[config.mk]
export PLATFORM = sky130hd
export DESIGN_NAME = aux_sysctl_regs
export DESIGN_NICKNAME = d
export VERILOG_FILES = /design/src/rtl/aux_sysctl_pkg.sv /design/src/rtl/aux_sysctl_decode.sv /design/src/rtl/aux_sysctl_bytebank.sv /design/src/rtl/aux_sysctl_pwr.sv /design/src/rtl/aux_sysctl_ctl.sv /design/src/rtl/aux_sysctl_regs.sv
export SDC_FILE = /design/constraint.sdc
export NUM_CORES = 1
export LEC_CHECK = 0
export CORE_ASPECT_RATIO = 0.8
export CORE_MARGIN = 2
export CORE_UTILIZATION = 30
export DETAILED_ROUTE_END_ITERATION = 8
export PLACE_DENSITY = 0.65
export RECOVER_POWER = 100
export SLEW_MARGIN = 20
export SYNTH_ARGS = -nofsm -noshare
export SYNTH_HDL_FRONTEND = slang
export SYNTH_SLANG_ARGS = --single-unit
[constraint.sdc]
create_clock -name clk -period 1.8 [get_ports clk]
set_input_delay 0.27 -clock clk [delete_from_list [all_inputs] [get_ports clk]]
set_output_delay 0.27 -clock clk [all_outputs]
set_load 0.005 [all_outputs]
[src/rtl/aux_sysctl_pkg.sv]
package aux_sysctl_pkg;

  localparam int unsigned BYTE_W = 8;

  localparam logic [31:0] DEF_REG_MASK  = 32'h0FFF_0000;
  localparam logic [31:0] DEF_OFS_LED   = 32'h0160_0000;
  localparam logic [31:0] DEF_OFS_CFG   = 32'h0180_0000;
  localparam logic [31:0] DEF_OFS_AUX1  = 32'h0190_0000;
  localparam logic [31:0] DEF_OFS_DIAG  = 32'h01A0_0000;
  localparam logic [31:0] DEF_OFS_MDM   = 32'h01B0_0000;
  localparam logic [31:0] DEF_OFS_AUX2  = 32'h01D0_0000;
  localparam logic [31:0] DEF_OFS_SYS   = 32'h01F0_0000;

  // bit positions
  localparam int unsigned CFG_PIE_BIT   = 3;
  localparam int unsigned AUX2_OFF_BIT  = 0;
  localparam int unsigned AUX2_CLR_BIT  = 1;
  localparam int unsigned AUX2_PF_BIT   = 5;
  localparam int unsigned AUX1_TC_BIT   = 1;
  localparam int unsigned SYS_REQ_BIT   = 0;
  localparam logic [31:0] SYS_RSTSTAT   = 32'h0000_0002;

  // byte bank slots
  localparam int unsigned SLOT_CFG  = 0;
  localparam int unsigned SLOT_DIAG = 1;
  localparam int unsigned SLOT_MDM  = 2;
  localparam int unsigned N_SLOTS   = 3;
  localparam logic [N_SLOTS-1:0] SLOT_KEEP_ON_RST = 3'b010;

  typedef enum logic [2:0] {
    RG_NONE,
    RG_CFG,
    RG_DIAG,
    RG_MDM,
    RG_AUX1,
    RG_AUX2,
    RG_SYS,
    RG_LED
  } region_e;

endpackage

[src/rtl/aux_sysctl_decode.sv]
module aux_sysctl_decode
  import aux_sysctl_pkg::*;
#(
  parameter int unsigned ADDR_W   = 32,
  parameter logic [ADDR_W-1:0] REG_MASK = ADDR_W'(DEF_REG_MASK),
  parameter logic [ADDR_W-1:0] OFS_LED  = ADDR_W'(DEF_OFS_LED),
  parameter logic [ADDR_W-1:0] OFS_CFG  = ADDR_W'(DEF_OFS_CFG),
  parameter logic [ADDR_W-1:0] OFS_AUX1 = ADDR_W'(DEF_OFS_AUX1),
  parameter logic [ADDR_W-1:0] OFS_DIAG = ADDR_W'(DEF_OFS_DIAG),
  parameter logic [ADDR_W-1:0] OFS_MDM  = ADDR_W'(DEF_OFS_MDM),
  parameter logic [ADDR_W-1:0] OFS_AUX2 = ADDR_W'(DEF_OFS_AUX2),
  parameter logic [ADDR_W-1:0] OFS_SYS  = ADDR_W'(DEF_OFS_SYS)
) (
  input  logic [ADDR_W-1:0] addr,
  output region_e           region
);

  logic [ADDR_W-1:0] masked;

  always_comb begin
    masked = addr & REG_MASK;
    if      (masked == OFS_CFG)  region = RG_CFG;
    else if (masked == OFS_DIAG) region = RG_DIAG;
    else if (masked == OFS_MDM)  region = RG_MDM;
    else if (masked == OFS_AUX1) region = RG_AUX1;
    else if (masked == OFS_AUX2) region = RG_AUX2;
    else if (masked == OFS_SYS)  region = RG_SYS;
    else if (masked == OFS_LED)  region = RG_LED;
    else                         region = RG_NONE;
  end

endmodule

[src/rtl/aux_sysctl_bytebank.sv]
module aux_sysctl_bytebank
  import aux_sysctl_pkg::*;
#(
  parameter int unsigned N_REGS = N_SLOTS,
  parameter int unsigned W      = BYTE_W,
  parameter logic [N_REGS-1:0] KEEP_ON_RST = SLOT_KEEP_ON_RST
) (
  input  logic                  clk,
  input  logic                  rst,
  input  logic                  por_rst,
  input  logic [N_REGS-1:0]     wr_sel,
  input  logic [W-1:0]          wbyte,
  output logic [N_REGS-1:0][W-1:0] q
);

  for (genvar i = 0; i < N_REGS; i++) begin : g_slot
    if (KEEP_ON_RST[i]) begin : g_keep
      always_ff @(posedge clk) begin
        if (por_rst)                q[i] <= '0;
        else if (!rst && wr_sel[i]) q[i] <= wbyte;
      end
    end else begin : g_clear
      always_ff @(posedge clk) begin
        if (por_rst || rst)  q[i] <= '0;
        else if (wr_sel[i])  q[i] <= wbyte;
      end
    end
  end

endmodule

[src/rtl/aux_sysctl_pwr.sv]
module aux_sysctl_pwr
  import aux_sysctl_pkg::*;
(
  input  logic              clk,
  input  logic              rst,
  input  logic              por_rst,
  input  logic              pwr_fail_in,
  input  logic              en_next,
  input  logic              wr_aux2,
  input  logic [1:0]        wbits,
  output logic [BYTE_W-1:0] aux2_q,
  output logic              irq_q,
  output logic              off_q
);

  logic       prev_q;
  logic       pf_q;
  logic [1:0] cmd_q;
  logic       pf_n;
  logic [1:0] cmd_n;

  always_comb begin
    pf_n = pf_q;
    if (pwr_fail_in != prev_q) pf_n = pwr_fail_in & en_next;
    if (wr_aux2 && wbits[AUX2_CLR_BIT]) pf_n = 1'b0;
    cmd_n = wr_aux2 ? wbits : cmd_q;
  end

  always_ff @(posedge clk) begin
    if (por_rst || rst) begin
      prev_q <= 1'b0;
      pf_q   <= 1'b0;
      cmd_q  <= '0;
      irq_q  <= 1'b0;
      off_q  <= 1'b0;
    end else begin
      prev_q <= pwr_fail_in;
      pf_q   <= pf_n;
      cmd_q  <= cmd_n;
      irq_q  <= pf_n & en_next;
      off_q  <= wr_aux2 & wbits[AUX2_OFF_BIT];
    end
  end

  always_comb begin
    aux2_q = '0;
    aux2_q[AUX2_PF_BIT]  = pf_q;
    aux2_q[AUX2_CLR_BIT] = cmd_q[AUX2_CLR_BIT];
    aux2_q[AUX2_OFF_BIT] = cmd_q[AUX2_OFF_BIT];
  end

endmodule

[src/rtl/aux_sysctl_ctl.sv]
module aux_sysctl_ctl
  import aux_sysctl_pkg::*;
#(
  parameter int unsigned DATA_W = 32
) (
  input  logic              clk,
  input  logic              rst,
  input  logic              por_rst,
  input  logic              wr_aux1,
  input  logic              wr_sys,
  input  logic [BYTE_W-1:0] wbyte,
  output logic [BYTE_W-1:0] aux1_q,
  output logic [DATA_W-1:0] sys_q,
  output logic              tc_q,
  output logic              srst_q
);

  always_ff @(posedge clk) begin
    if (por_rst) begin
      aux1_q <= '0;
      tc_q   <= 1'b0;
      srst_q <= 1'b0;
      sys_q  <= '0;
    end else if (rst) begin
      aux1_q <= '0;
      tc_q   <= 1'b0;
      srst_q <= 1'b0;
    end else begin
      tc_q   <= wr_aux1 & wbyte[AUX1_TC_BIT];
      srst_q <= wr_sys & wbyte[SYS_REQ_BIT];
      if (wr_aux1) aux1_q <= wbyte;
      if (wr_sys && wbyte[SYS_REQ_BIT]) sys_q <= DATA_W'(SYS_RSTSTAT);
    end
  end

endmodule

[src/rtl/aux_sysctl_regs.sv]
module aux_sysctl_regs
  import aux_sysctl_pkg::*;
#(
  parameter int unsigned ADDR_W = 32,
  parameter int unsigned DATA_W = 32,
  parameter logic [ADDR_W-1:0] REG_MASK = ADDR_W'(DEF_REG_MASK),
  parameter logic [ADDR_W-1:0] OFS_AUX1 = ADDR_W'(DEF_OFS_AUX1),
  parameter logic [ADDR_W-1:0] OFS_AUX2 = ADDR_W'(DEF_OFS_AUX2)
) (
  input  logic              clk,
  input  logic              rst,
  input  logic              por_rst,
  input  logic [ADDR_W-1:0] bus_addr,
  input  logic              bus_wr,
  input  logic              bus_rd,
  input  logic [DATA_W-1:0] bus_wdata,
  output logic [DATA_W-1:0] bus_rdata,
  input  logic              pwr_fail_in,
  output logic              pwr_irq,
  output logic              fd_tc_pulse,
  output logic              poweroff_req,
  output logic              sys_reset_req,
  output logic [BYTE_W-1:0] cfg_out,
  output logic [BYTE_W-1:0] diag_out,
  output logic [BYTE_W-1:0] modem_ctl,
  output logic [BYTE_W-1:0] aux1_out
);

  localparam int unsigned PAD_W = DATA_W - BYTE_W;

  region_e                      region;
  logic [BYTE_W-1:0]            wbyte;
  logic [N_SLOTS-1:0]           bank_sel;
  logic [N_SLOTS-1:0][BYTE_W-1:0] bank_q;
  logic [BYTE_W-1:0]            aux2_q;
  logic [DATA_W-1:0]            sys_q;
  logic                         en_next;
  logic [DATA_W-1:0]            rd_mux;
  logic                         unused_wdata_hi;

  assign wbyte           = bus_wdata[BYTE_W-1:0];
  assign unused_wdata_hi = ^bus_wdata[DATA_W-1:BYTE_W];

  aux_sysctl_decode #(
    .ADDR_W   (ADDR_W),
    .REG_MASK (REG_MASK),
    .OFS_AUX1 (OFS_AUX1),
    .OFS_AUX2 (OFS_AUX2)
  ) u_decode (
    .addr   (bus_addr),
    .region (region)
  );

  always_comb begin
    bank_sel            = '0;
    bank_sel[SLOT_CFG]  = bus_wr && (region == RG_CFG);
    bank_sel[SLOT_DIAG] = bus_wr && (region == RG_DIAG);
    bank_sel[SLOT_MDM]  = bus_wr && (region == RG_MDM);
  end

  aux_sysctl_bytebank #(
    .N_REGS      (N_SLOTS),
    .W           (BYTE_W),
    .KEEP_ON_RST (SLOT_KEEP_ON_RST)
  ) u_bank (
    .clk     (clk),
    .rst     (rst),
    .por_rst (por_rst),
    .wr_sel  (bank_sel),
    .wbyte   (wbyte),
    .q       (bank_q)
  );

  assign cfg_out   = bank_q[SLOT_CFG];
  assign diag_out  = bank_q[SLOT_DIAG];
  assign modem_ctl = bank_q[SLOT_MDM];

  // enable bit as it stands after this cycle's write
  assign en_next = bank_sel[SLOT_CFG] ? wbyte[CFG_PIE_BIT] : cfg_out[CFG_PIE_BIT];

  aux_sysctl_pwr u_pwr (
    .clk         (clk),
    .rst         (rst),
    .por_rst     (por_rst),
    .pwr_fail_in (pwr_fail_in),
    .en_next     (en_next),
    .wr_aux2     (bus_wr && (region == RG_AUX2)),
    .wbits       (wbyte[1:0]),
    .aux2_q      (aux2_q),
    .irq_q       (pwr_irq),
    .off_q       (poweroff_req)
  );

  aux_sysctl_ctl #(
    .DATA_W (DATA_W)
  ) u_ctl (
    .clk     (clk),
    .rst     (rst),
    .por_rst (por_rst),
    .wr_aux1 (bus_wr && (region == RG_AUX1)),
    .wr_sys  (bus_wr && (region == RG_SYS)),
    .wbyte   (wbyte),
    .aux1_q  (aux1_out),
    .sys_q   (sys_q),
    .tc_q    (fd_tc_pulse),
    .srst_q  (sys_reset_req)
  );

  always_comb begin
    unique case (region)
      RG_CFG:  rd_mux = {{PAD_W{1'b0}}, cfg_out};
      RG_DIAG: rd_mux = {{PAD_W{1'b0}}, diag_out};
      RG_MDM:  rd_mux = {{PAD_W{1'b0}}, modem_ctl};
      RG_AUX1: rd_mux = {{PAD_W{1'b0}}, aux1_out};
      RG_AUX2: rd_mux = {{PAD_W{1'b0}}, aux2_q};
      RG_SYS:  rd_mux = sys_q;
      default: rd_mux = '0;
    endcase
  end

  always_ff @(posedge clk) begin
    if (por_rst || rst)  bus_rdata <= '0;
    else if (bus_rd)     bus_rdata <= rd_mux;
    else                 bus_rdata <= '0;
  end

endmodule

==> reports/metrics.cfg, run 1 <==
[run_status]
status=complete, no violations

[logic_synthesis]
synth_most_common_cell=dfxtp_1
synth_ff_type=dfxtp_1
synthDistinctLibCells=37
async_flop_share_pct=0
synth_seq_cells=49
synth_cells=217
yosysSeqAreaShare_pct=43.8
netlist_area_sq_um=2240
yosys-top-cells-area=dfxtp_1 (44%), mux2i_1 (17%), buf_4 (8.1%), nor2_1 (6.2%), mux4_2 (6.0%)
synth_commonest_cells=dfxtp_1 (49), mux2i_1 (37), nor2_1 (37)
synth_warnings=0
synth_edf_count=0
synth_top_area_share_pct=43.8
syn_area_per_cell_sq_um=10.3
synth_area_leader_cell=dfxtp_1

[power_and_ir_drop]
clkPwrFrac_pct=34.3
power.leakage_nw=1.56
power_frac_comb_pct=9.6
p_seq_share_pct=56.1
power_switching_uw=451
cellPowerDensity_nw_per_um2=609
power_mw=1.93
power_switching_share_pct=23.3
internal_power_mw=1.48
irDropWorstVdd_mv=0.332

[sta]
setup_viol=0
max_freq_mhz=590
final-hold-violation-count=0
rsz0062_at_grt=false
setup_slack_ns=0.105
period_minus_slack_ns=1.70
final_max_slew_viol_count=0
min_period_over_period_pct=94.2
final.setup_skew_ns=0.00512
whs_ns=0.487

[global_route]
busiest_layer=met2
use_met3_pct=3.53
grt-ovfl-total=0
grt_first_pass_wirelength_um=9080
grtUsageMet1_pct=18.5
track_usage_pct=14.6
grt_pass1_vias=1798
antenna_found_initial=0
grt_max_degree=15
grt_use_met2_pct=25.6

[clock_tree]
clk_path_buf_depth=2
cts_tree=done
cts_max_level=2
clock_latency_ns=0.30
post-cts-setup-buffers=0
cts_buffers=5
clock_sinks=49
root_buffer=clkbuf_8
clk_pin_slew_ns=0.09

[critical_path]
end_kind=flip-flop
timing.rr.start=u_bank.q[17]$_SDFFE_PP0P_
cp-start-kind=input pin
crit_type=in -> reg
r2r-end=bus_rdata[1]$_SDFF_PP0_
cp.arrival_ns=1.89
critPathRequiredTime_ns=2.00
worst-path-max-fanout=7
reg2reg_depth=3
rrSetupSlack_ns=0.67

[placed_design]
place_ws_ns=-0.196
dp_cells=392
dp_hpwl_um=4510
io_buffers=69
gp_congestion=0.771

[detailed_routing]
drc=0
first_pass_iters=4
ant_nets=0
wire_per_inst_um=14.3
via_per_inst=4.54
first_iter_violations=59
via_count=1811
wl_um=5710

[worst_hold_path]
hp-start=u_ctl.sys_q[1]$_SDFFE_PP0P_
min_to=u_ctl.sys_q[1]$_SDFFE_PP0P_
hold_depth=1
hold_path_class=reg -> reg

[finish]
layout.cells.non_filler=399
area_delta_synth_final_pct=42.0
n_antenna_cell=0
nets=379
finish.utilization_pct=43.4
drive_gt1_share_pct=15.2

[floorplanning]
die_area_sq_um=8170
io_pins=138
die_h_um=81.2
rows=28
die_w_um=101
core_sq_um=7320
initial_core_util_pct=30.6

[flow_run]
cap_violations=0

worst max path at each step:
| stage | from | end | slack [ns] | depth (start not counted) |
|---|---|---|---|---|
| 6_report | bus_addr[19] | u_bank.q[1]$_SDFFE_PP0N_ | 0.10 | 7 |
| 5_1_grt | bus_addr[27] | u_bank.q[6]$_SDFFE_PP0N_ | 0.02 | 7 |
| 4_1_cts | bus_addr[27] | bus_rdata[4]$_SDFF_PP0_ | 0.12 | 5 |
| 3_5_place_dp | bus_addr[27] | bus_rdata[4]$_SDFF_PP0_ | -0.20 | 5 |
| 3_3_place_gp | bus_addr[27] | bus_rdata[3]$_SDFF_PP0_ | -0.19 | 5 |
| 2_1_floorplan | bus_addr[21] | u_pwr.pf_q$_SDFF_PP0_ | 0.19 | 5 |
logic make-up after synthesis:
family / after synthesis / synth area share, %
AND/OR/NAND/NOR: 73 / 18.9
flip-flops: 49 / 43.8
multiplexers: 43 / 22.6
buffers and inverters: 39 / 10.8
AO/OA/AOI/OAI: 11 / 3.24
adder cells (fa/ha/maj): 1 / 0.447
other: 1 / 0.168
layer usage:
metal  part of all wire (%)  routed length [um]
met1                     46                2630
met2                     49                2780
met3                    4.7                 267
met4                   0.67                  38
met5                      0                   0
area by class of cell:
| type | instances | area (sq um) |
|---|---|---|
| repair buffers | 96 | 876 |
| clock inverters | 1 | 7.51 |
| clock buffers | 6 | 82.6 |
| inverters | 5 | 18.8 |
| fillers | 720 | 4150 |
| flip-flops and latches | 49 | 981 |
| multi-input cells | 152 | 1100 |
| well taps | 90 | 113 |
flip-flops by register name (all words and copies together) (netlist names), 2 cells and up:
name and cells:
bus_rdata 8, u_pwr.cmd_q 2, u_ctl.aux1_q 8, u_bank.q 24
cells in the final DEF (no fill, tap or decap), types with 2 or more instances in the layout:
cell type,n
nor2b_1,5
and4b_1,2
buf_4,19
mux4_2,6
nand3_1,4
nand4_2,2
nor3_1,4
clkbuf_4,2
clkdlybuf4s50_1,24
dfxtp_1,49
a21oi_1,3
inv_1,5
conb_1,24
nor2_1,37
clkbuf_1,2
clkbuf_8,6
clkbuf_2,3
dlygate4sd3_1,45
nand2_1,3
nand4_1,4
o22ai_1,2
mux2i_1,36
power by group through the flow:
| stage | combinational, mW | clock [mW] | sequential, mW |
|---|---|---|---|
| after floorplan | 0.108 | 0 | 1.11 |
| after global placement | 0.183 | 0 | 1.11 |
| after global routing | 0.201 | 0.737 | 1.09 |
| after detailed placement | 0.185 | 0 | 1.11 |
| after CTS | 0.186 | 0.695 | 1.09 |
| final | 0.185 | 0.664 | 1.09 |
per-stage QoR:
step	cell area, sq um	setup TNS, ns
CTS	3210	0
finish	3180	0
floorplan	2320	0
detailed placement	3120	-5.84
global placement	3120	-5.55
global route	3180	0
timing repair:
item / in CTS / in global routing
setup endpoints to repair: 0 / 1
hold buffers: 0 / 0
resized for setup: 0 / 1
critical path, cell delays in order:
cell and delay, ns:
clkdlybuf4s50_1 0.44, nor4_4 0.38, buf_4 0.20, nand4_2 0.13, clkbuf_4 0.24, mux2i_1 0.17, nor2_1 0.05
Note: power is estimated with default switching activity, not from simulation.
==> run 2: changes to the inputs <==
--- a/config.mk
+++ b/config.mk
@@ -7,9 +7,11 @@
 export LEC_CHECK = 0
 export CORE_ASPECT_RATIO = 0.8
 export CORE_MARGIN = 2
-export CORE_UTILIZATION = 30
+export CORE_UTILIZATION = 37
+export CTS_CLUSTER_DIAMETER = 60
 export DETAILED_ROUTE_END_ITERATION = 8
-export PLACE_DENSITY = 0.65
+export MAX_ROUTING_LAYER = met4
+export PLACE_DENSITY = 0.78
 export RECOVER_POWER = 100
 export SLEW_MARGIN = 20
 export SYNTH_ARGS = -nofsm -noshare
==> run 2 against run 1 <==
Register-to-register slack improved by 0.04 ns. Via count rose by 2.5%. Global-route usage is 3.0 points higher. Critical endpoint is now u_pwr.cmd_q[1]$_SDFFE_PP0N_. Highest routed layer unchanged.
==> reports/metrics.cfg, run 2 (synthesis results as in run 1) <==
[sta]
tns_ns=0  ; unchanged
min_period_over_period_pct=94.5  ; was 94.2%
rsz0062_at_grt=false  ; unchanged
max_freq_mhz=588  ; was 590 MHz
period_minus_slack_ns=1.70  ; about the same
setup_viol=0  ; unchanged
final-hold-violation-count=0  ; unchanged
final.setup_skew_ns=0.00559  ; was 0.00512 ns
final_max_slew_viol_count=0  ; unchanged

[clock_tree]
clk_path_buf_depth=2  ; unchanged
cts_tree=done  ; unchanged
clock_sinks=49  ; unchanged
clock_latency_ns=0.30  ; about the same
cts_max_level=2  ; unchanged
root_buffer=clkbuf_8  ; unchanged
cts_buffers=5  ; unchanged
clk_pin_slew_ns=0.09  ; about the same

[floorplanning]
die_w_um=90.9  ; was 101 um
io_pins=138  ; unchanged
die_h_um=73.6  ; was 81.2 um
rows=25  ; was 28
initial_core_util_pct=38.0  ; was 30.6%
core_sq_um=5880  ; was 7320 sq um
die_area_sq_um=6690  ; was 8170 sq um

[finish]
finish.utilization_pct=54.0  ; was 43.4%
layout_common_cells=dfxtp_1 (49), dlygate4sd3_1 (46), nor2_1 (37), mux2i_1 (37), conb_1 (24)  ; was dfxtp_1 (49), dlygate4sd3_1 (45), nor2_1 (37)
area_delta_synth_final_pct=42.1  ; was 42.0%
reg_top3=u_bank.q (24), bus_rdata (8), u_ctl.aux1_q (8)  ; unchanged
n_antenna_cell=0  ; unchanged
layout_commonest_cell=dfxtp_1  ; unchanged
nets=378  ; was 379
drive_gt1_share_pct=14.9  ; was 15.2%
regMostFlops=u_bank.q  ; unchanged
largest_register_ffs=24  ; unchanged
fin_area_sq_um=3180  ; about the same
layout.cells.non_filler=390  ; was 399

[critical_path]
reg2reg_depth=3  ; unchanged
critPathRequiredTime_ns=2.01  ; was 2.00 ns
crit_start=bus_addr[22]  ; was bus_addr[19]
cp.arrival_ns=1.91  ; was 1.89 ns
timing.rr.start=u_ctl.sys_q[1]$_SDFFE_PP0P_  ; was u_bank.q[17]$_SDFFE_PP0P_
end_kind=flip-flop  ; unchanged
crit_type=in -> reg  ; unchanged
rrSetupSlack_ns=0.71  ; was 0.67 ns
cp-start-kind=input pin  ; unchanged
r2r-end=bus_rdata[1]$_SDFF_PP0_  ; unchanged
worst-path-max-fanout=5  ; was 7

[worst_hold_path]
hold_path_class=reg -> reg  ; unchanged
min_to=u_pwr.cmd_q[1]$_SDFFE_PP0N_  ; was u_ctl.sys_q[1]$_SDFFE_PP0P_
hold_depth=2  ; was 1
hp-start=u_pwr.cmd_q[1]$_SDFFE_PP0N_  ; was u_ctl.sys_q[1]$_SDFFE_PP0P_

[placed_design]
dp_hpwl_um=4330  ; was 4510 um
placed_cell_area_sq_um=3110  ; was 3120 sq um
gp_congestion=0.843  ; was 0.771
io_buffers=69  ; unchanged
dp_cells=381  ; was 392

[power_and_ir_drop]
p_seq_share_pct=55.8  ; was 56.1%
clkPwrFrac_pct=34.8  ; was 34.3%
power_mw=1.94  ; was 1.93 mW
power_switching_share_pct=23.4  ; was 23.3%
power_switching_uw=455  ; was 451 uW
power.leakage_nw=1.58  ; was 1.56 nW
irDropWorstVdd_mv=0.257  ; was 0.332 mV
power_frac_comb_pct=9.4  ; was 9.6%
internal_power_mw=1.49  ; was 1.48 mW
cellPowerDensity_nw_per_um2=612  ; was 609 nW/um^2

[detailed_routing]
via_count=1856  ; was 1811
first_pass_iters=4  ; unchanged
first_iter_violations=116  ; was 59
via_per_inst=4.76  ; was 4.54
ant_nets=0  ; unchanged
drc=0  ; unchanged
wire_per_inst_um=14.4  ; was 14.3 um
wl_um=5620  ; was 5710 um

[global_route]
antenna_found_initial=0  ; unchanged
grt_pass1_vias=1762  ; was 1798
grt-ovfl-total=0  ; unchanged
grt_max_degree=25  ; was 15
track_usage_pct=17.7  ; was 14.6%
grt_first_pass_wirelength_um=8870  ; was 9080 um

[flow_run]
cap_violations=0  ; unchanged

[run_status]
status=complete, no violations  ; unchanged

[run 2: how the worst max path moves through the flow]
stage	endpoint	slack (ns)
global route	u_bank.q[0]$_SDFFE_PP0N_	0.01
floorplan	u_pwr.pf_q$_SDFF_PP0_	0.19
CTS	u_pwr.irq_q$_SDFF_PP0_	0.1
finish	u_pwr.cmd_q[1]$_SDFFE_PP0N_	0.1
detailed placement	u_pwr.irq_q$_SDFF_PP0_	-0.23
global placement	u_pwr.irq_q$_SDFF_PP0_	-0.17
[run 2: through the flow]
step / setup WS (ns) / hold WS, ns
final: 0.0986 / 0.479
after global routing: 0.0135 / 0.503
after detailed placement: -0.230 / 0.469
after CTS: 0.0954 / 0.482
after floorplan: 0.187 / 0.381
after global placement: -0.166 / 0.454
[run 2: routing by layer]
| metal | global-route usage [%] | up-vias | wire length, um |
|---|---|---|---|
| met4 | 4.04 | 0 | 42 |
| met1 | 22.4 | 894 | 2420 |
| li1 | - | 886 | - |
| met2 | 28.3 | 72 | 2740 |
| met3 | 5.03 | 4 | 420 |
| met5 | - | - | 0 |
[run 2: final cells by class]
type / instances / area, sq um
timing repair buffer: 95 / 886
sequential: 49 / 981
clock buffer: 6 / 82.6
clock inverter: 2 / 13.8
inverter: 5 / 18.8
multi-input combinational: 152 / 1090
tap: 81 / 101
fill: 572 / 2700
[run 2: worst max-delay path, cell delays in order]
cell and delay [ns]:
dlygate4sd3_1 0.63, buf_4 0.17, and4b_1 0.21, nand4_1 0.21
clkbuf_4 0.22, o31ai_1 0.19
[run 2: repair_timing]
| item | CTS | global route |
|---|---|---|
| gates resized for setup | 0 | 0 |
| endpoints found under the setup margin | 0 | 1 |
| hold buffers | 0 | 0 |
| setup buffers | 0 | 1 |
| hold endpoints to repair | 0 | 0 |
[run 2: power groups by stage]
stage	Combinational (mW)	Clock [mW]	Sequential (mW)
3_3_place_gp	0.180	0	1.11
3_5_place_dp	0.182	0	1.11
6_report	0.183	0.676	1.09
5_1_grt	0.199	0.745	1.09
2_1_floorplan	0.108	0	1.11
4_1_cts	0.183	0.688	1.09
==> run 3: changes to the inputs <==
--- a/config.mk
+++ b/config.mk
@@ -5,7 +5,6 @@
 export SDC_FILE = /design/constraint.sdc
 export NUM_CORES = 1
 export LEC_CHECK = 0
-export CORE_ASPECT_RATIO = 0.8
 export CORE_MARGIN = 2
 export CORE_UTILIZATION = 37
 export CTS_CLUSTER_DIAMETER = 60
@@ -13,6 +12,7 @@
 export MAX_ROUTING_LAYER = met4
 export PLACE_DENSITY = 0.78
 export RECOVER_POWER = 100
+export SKIP_CTS_REPAIR_TIMING = 1
 export SLEW_MARGIN = 20
 export SYNTH_ARGS = -nofsm -noshare
 export SYNTH_HDL_FRONTEND = slang
==> run 3 against run 2 <==
Count of clock-buffer cells in the layout fell by 1. Critical path depth rose by 1. Highest routed layer unchanged. Utilization about the same. Die area hardly changed. Combinational power hardly changed. Sequential power about the same. Maximum frequency up 1.9%. Largest power group unchanged. Non-clock buffer count increased by 2.
==> reports/metrics.cfg, run 3 (synthesis results as in run 1) <==
[placed_design]
dp_hpwl_um=4350  ; was 4330 um
gp_congestion=0.837  ; was 0.843
placed_cell_area_sq_um=3120  ; was 3110 sq um
io_buffers=69  ; unchanged

[critical_path]
path_common_cell=buf_4
worst-path-max-fanout=7  ; was 5
cp_top_family=buffers and inverters  ; unchanged
end_kind=flip-flop  ; unchanged
cp.arrival_ns=1.87  ; was 1.91 ns
crit_type=in -> reg  ; unchanged
critPathRequiredTime_ns=2.00  ; was 2.01 ns
path_buf_inv=3  ; unchanged
cp-start-kind=input pin  ; unchanged
worstPathCellList=clkdlybuf4s50_1 > nor4b_4 > buf_4 > nand4_1 > buf_4 > mux2i_1 > nor2_1  ; was dlygate4sd3_1 > buf_4 > and4b_1 > nand4_1 > clkbuf_4 > o31ai_1
crit_slowest_cell=clkdlybuf4s50_1  ; was dlygate4sd3_1
rrSetupSlack_ns=0.65  ; was 0.71 ns
critical-path-max-stage-delay_ns=0.44  ; was 0.63 ns

[detailed_routing]
via_per_inst=4.82  ; was 4.76
via_count=1861  ; was 1856
ant_nets=0  ; unchanged
wl_um=5710  ; was 5620 um
drc=0  ; unchanged
first_pass_iters=4  ; unchanged
first_iter_violations=96  ; was 116
wire_per_inst_um=14.8  ; was 14.4 um

[power_and_ir_drop]
power_switching_share_pct=22.9  ; was 23.4%
p_seq_share_pct=52.4  ; was 55.8%
power_mw=2.07  ; was 1.94 mW
cellPowerDensity_nw_per_um2=651  ; was 612 nW/um^2
power.leakage_nw=1.58  ; about the same
power_frac_comb_pct=9.0  ; was 9.4%
internal_power_mw=1.60  ; was 1.49 mW
power_switching_uw=473  ; was 455 uW
clkPwrFrac_pct=38.6  ; was 34.8%
irDropWorstVdd_mv=0.409  ; was 0.257 mV

[sta]
setup_viol=0  ; unchanged
period_minus_slack_ns=1.67  ; was 1.70 ns
max_freq_mhz=599  ; was 588 MHz
final_max_slew_viol_count=0  ; unchanged
final-hold-violation-count=0  ; unchanged
whs_ns=0.479  ; about the same
min_period_over_period_pct=92.8  ; was 94.5%
rsz0062_at_grt=false  ; unchanged
final.setup_skew_ns=0.00931  ; was 0.00559 ns

[clock_tree]
clock_latency_ns=0.31  ; was 0.30 ns
clock_sinks=49  ; unchanged
clk_path_buf_depth=2  ; unchanged
clk_pin_slew_ns=0.09  ; about the same
cts_tree=done  ; unchanged
root_buffer=clkbuf_8  ; unchanged
cts_max_level=2  ; unchanged
cts_buffers=5  ; unchanged

[finish]
fin_area_sq_um=3180  ; about the same
area_delta_synth_final_pct=42.2  ; was 42.1%
largest_register_ffs=24  ; unchanged
drive_gt1_share_pct=15.1  ; was 14.9%
finish.utilization_pct=54.0  ; about the same
regMostFlops=u_bank.q  ; unchanged
reg_top3=u_bank.q (24), bus_rdata (8), u_ctl.aux1_q (8)  ; unchanged
layout_commonest_cell=dfxtp_1  ; unchanged
fillers=548  ; was 572
layout_common_cells=dfxtp_1 (49), dlygate4sd3_1 (45), nor2_1 (37), mux2i_1 (37)  ; was dfxtp_1 (49), dlygate4sd3_1 (46), nor2_1 (37), mux2i_1 (37), conb_1 (24)
n_antenna_cell=0  ; unchanged
nets=380  ; was 378

[global_route]
grt-ovfl-total=0  ; unchanged
grt_first_pass_wirelength_um=8910  ; was 8870 um
antenna_found_initial=0  ; unchanged
track_usage_pct=18.4  ; was 17.7%
grt_max_degree=17  ; was 25
grt_pass1_vias=1780  ; was 1762

[floorplanning]
die_area_sq_um=6680  ; was 6690 sq um
die_w_um=81.8  ; was 90.9 um
initial_core_util_pct=38.0  ; about the same
die_h_um=81.8  ; was 73.6 um
io_pins=138  ; unchanged
rows=28  ; was 25
core_sq_um=5890  ; was 5880 sq um

[worst_hold_path]
hold_path_class=reg -> reg  ; unchanged

[flow_run]
cap_violations=0  ; unchanged

[run_status]
status=complete, no violations  ; unchanged

-- run 3: final timing paths --
path | start | end | depth (start not counted)
min | u_pwr.prev_q$_SDFF_PP0_ | u_pwr.pf_q$_SDFF_PP0_ | 2
max reg2reg | u_ctl.aux1_q[1]$_SDFFE_PP0N_ | bus_rdata[1]$_SDFF_PP0_ | 3
max | bus_addr[27] | u_bank.q[4]$_SDFFE_PP0N_ | 7
min reg2reg | u_pwr.prev_q$_SDFF_PP0_ | u_pwr.pf_q$_SDFF_PP0_ | 2
-- run 3: cell type report --
| class | instances | area [sq um] | share of cell area [%] |
|---|---|---|---|
| clock buffers | 5 | 68.8 | 2.16 |
| clock inverters | 3 | 43.8 | 1.38 |
| inverters | 5 | 18.8 | 0.590 |
| multi-input cells | 152 | 1090 | 34.4 |
| flip-flops and latches | 49 | 981 | 30.8 |
| well taps | 75 | 93.8 | 2.95 |
| repair buffers | 97 | 880 | 27.7 |
-- run 3: layer usage --
layer  share of wire [%]  vias to the layer above  routed length, um  GRT usage (%)
li1                    -                      893                  -              -
met1                  44                      888               2520           23.7
met2                  48                       75               2750           29.4
met3                 6.7                        5                382           4.07
met4                0.88                        0                 50           4.50
met5                   0                        -                  0              -
-- run 3: worst register-to-register path, cell delays in order (launching register included) --
cell,delay [ns]
dfxtp_1,0.35
mux4_2,0.46
a21oi_1,0.18
nor2_1,0.06
-- run 3: power groups by stage --
| stage | sequential [mW] | clock [mW] | combinational [mW] |
|---|---|---|---|
| detailed placement | 1.11 | 0 | 0.186 |
| global route | 1.09 | 0.853 | 0.204 |
| global placement | 1.11 | 0 | 0.184 |
| floorplan | 1.11 | 0 | 0.108 |
| CTS | 1.09 | 0.816 | 0.188 |
| finish | 1.09 | 0.799 | 0.186 |
-- run 3: metrics by stage --
step                cells  setup TNS (ns)  setup WS [ns]
floorplan             240               0          0.187
global placement      378           -3.84         -0.193
detailed placement    378           -4.68         -0.176
CTS                   386               0          0.132
global route          386               0         0.0306
finish                386               0          0.130
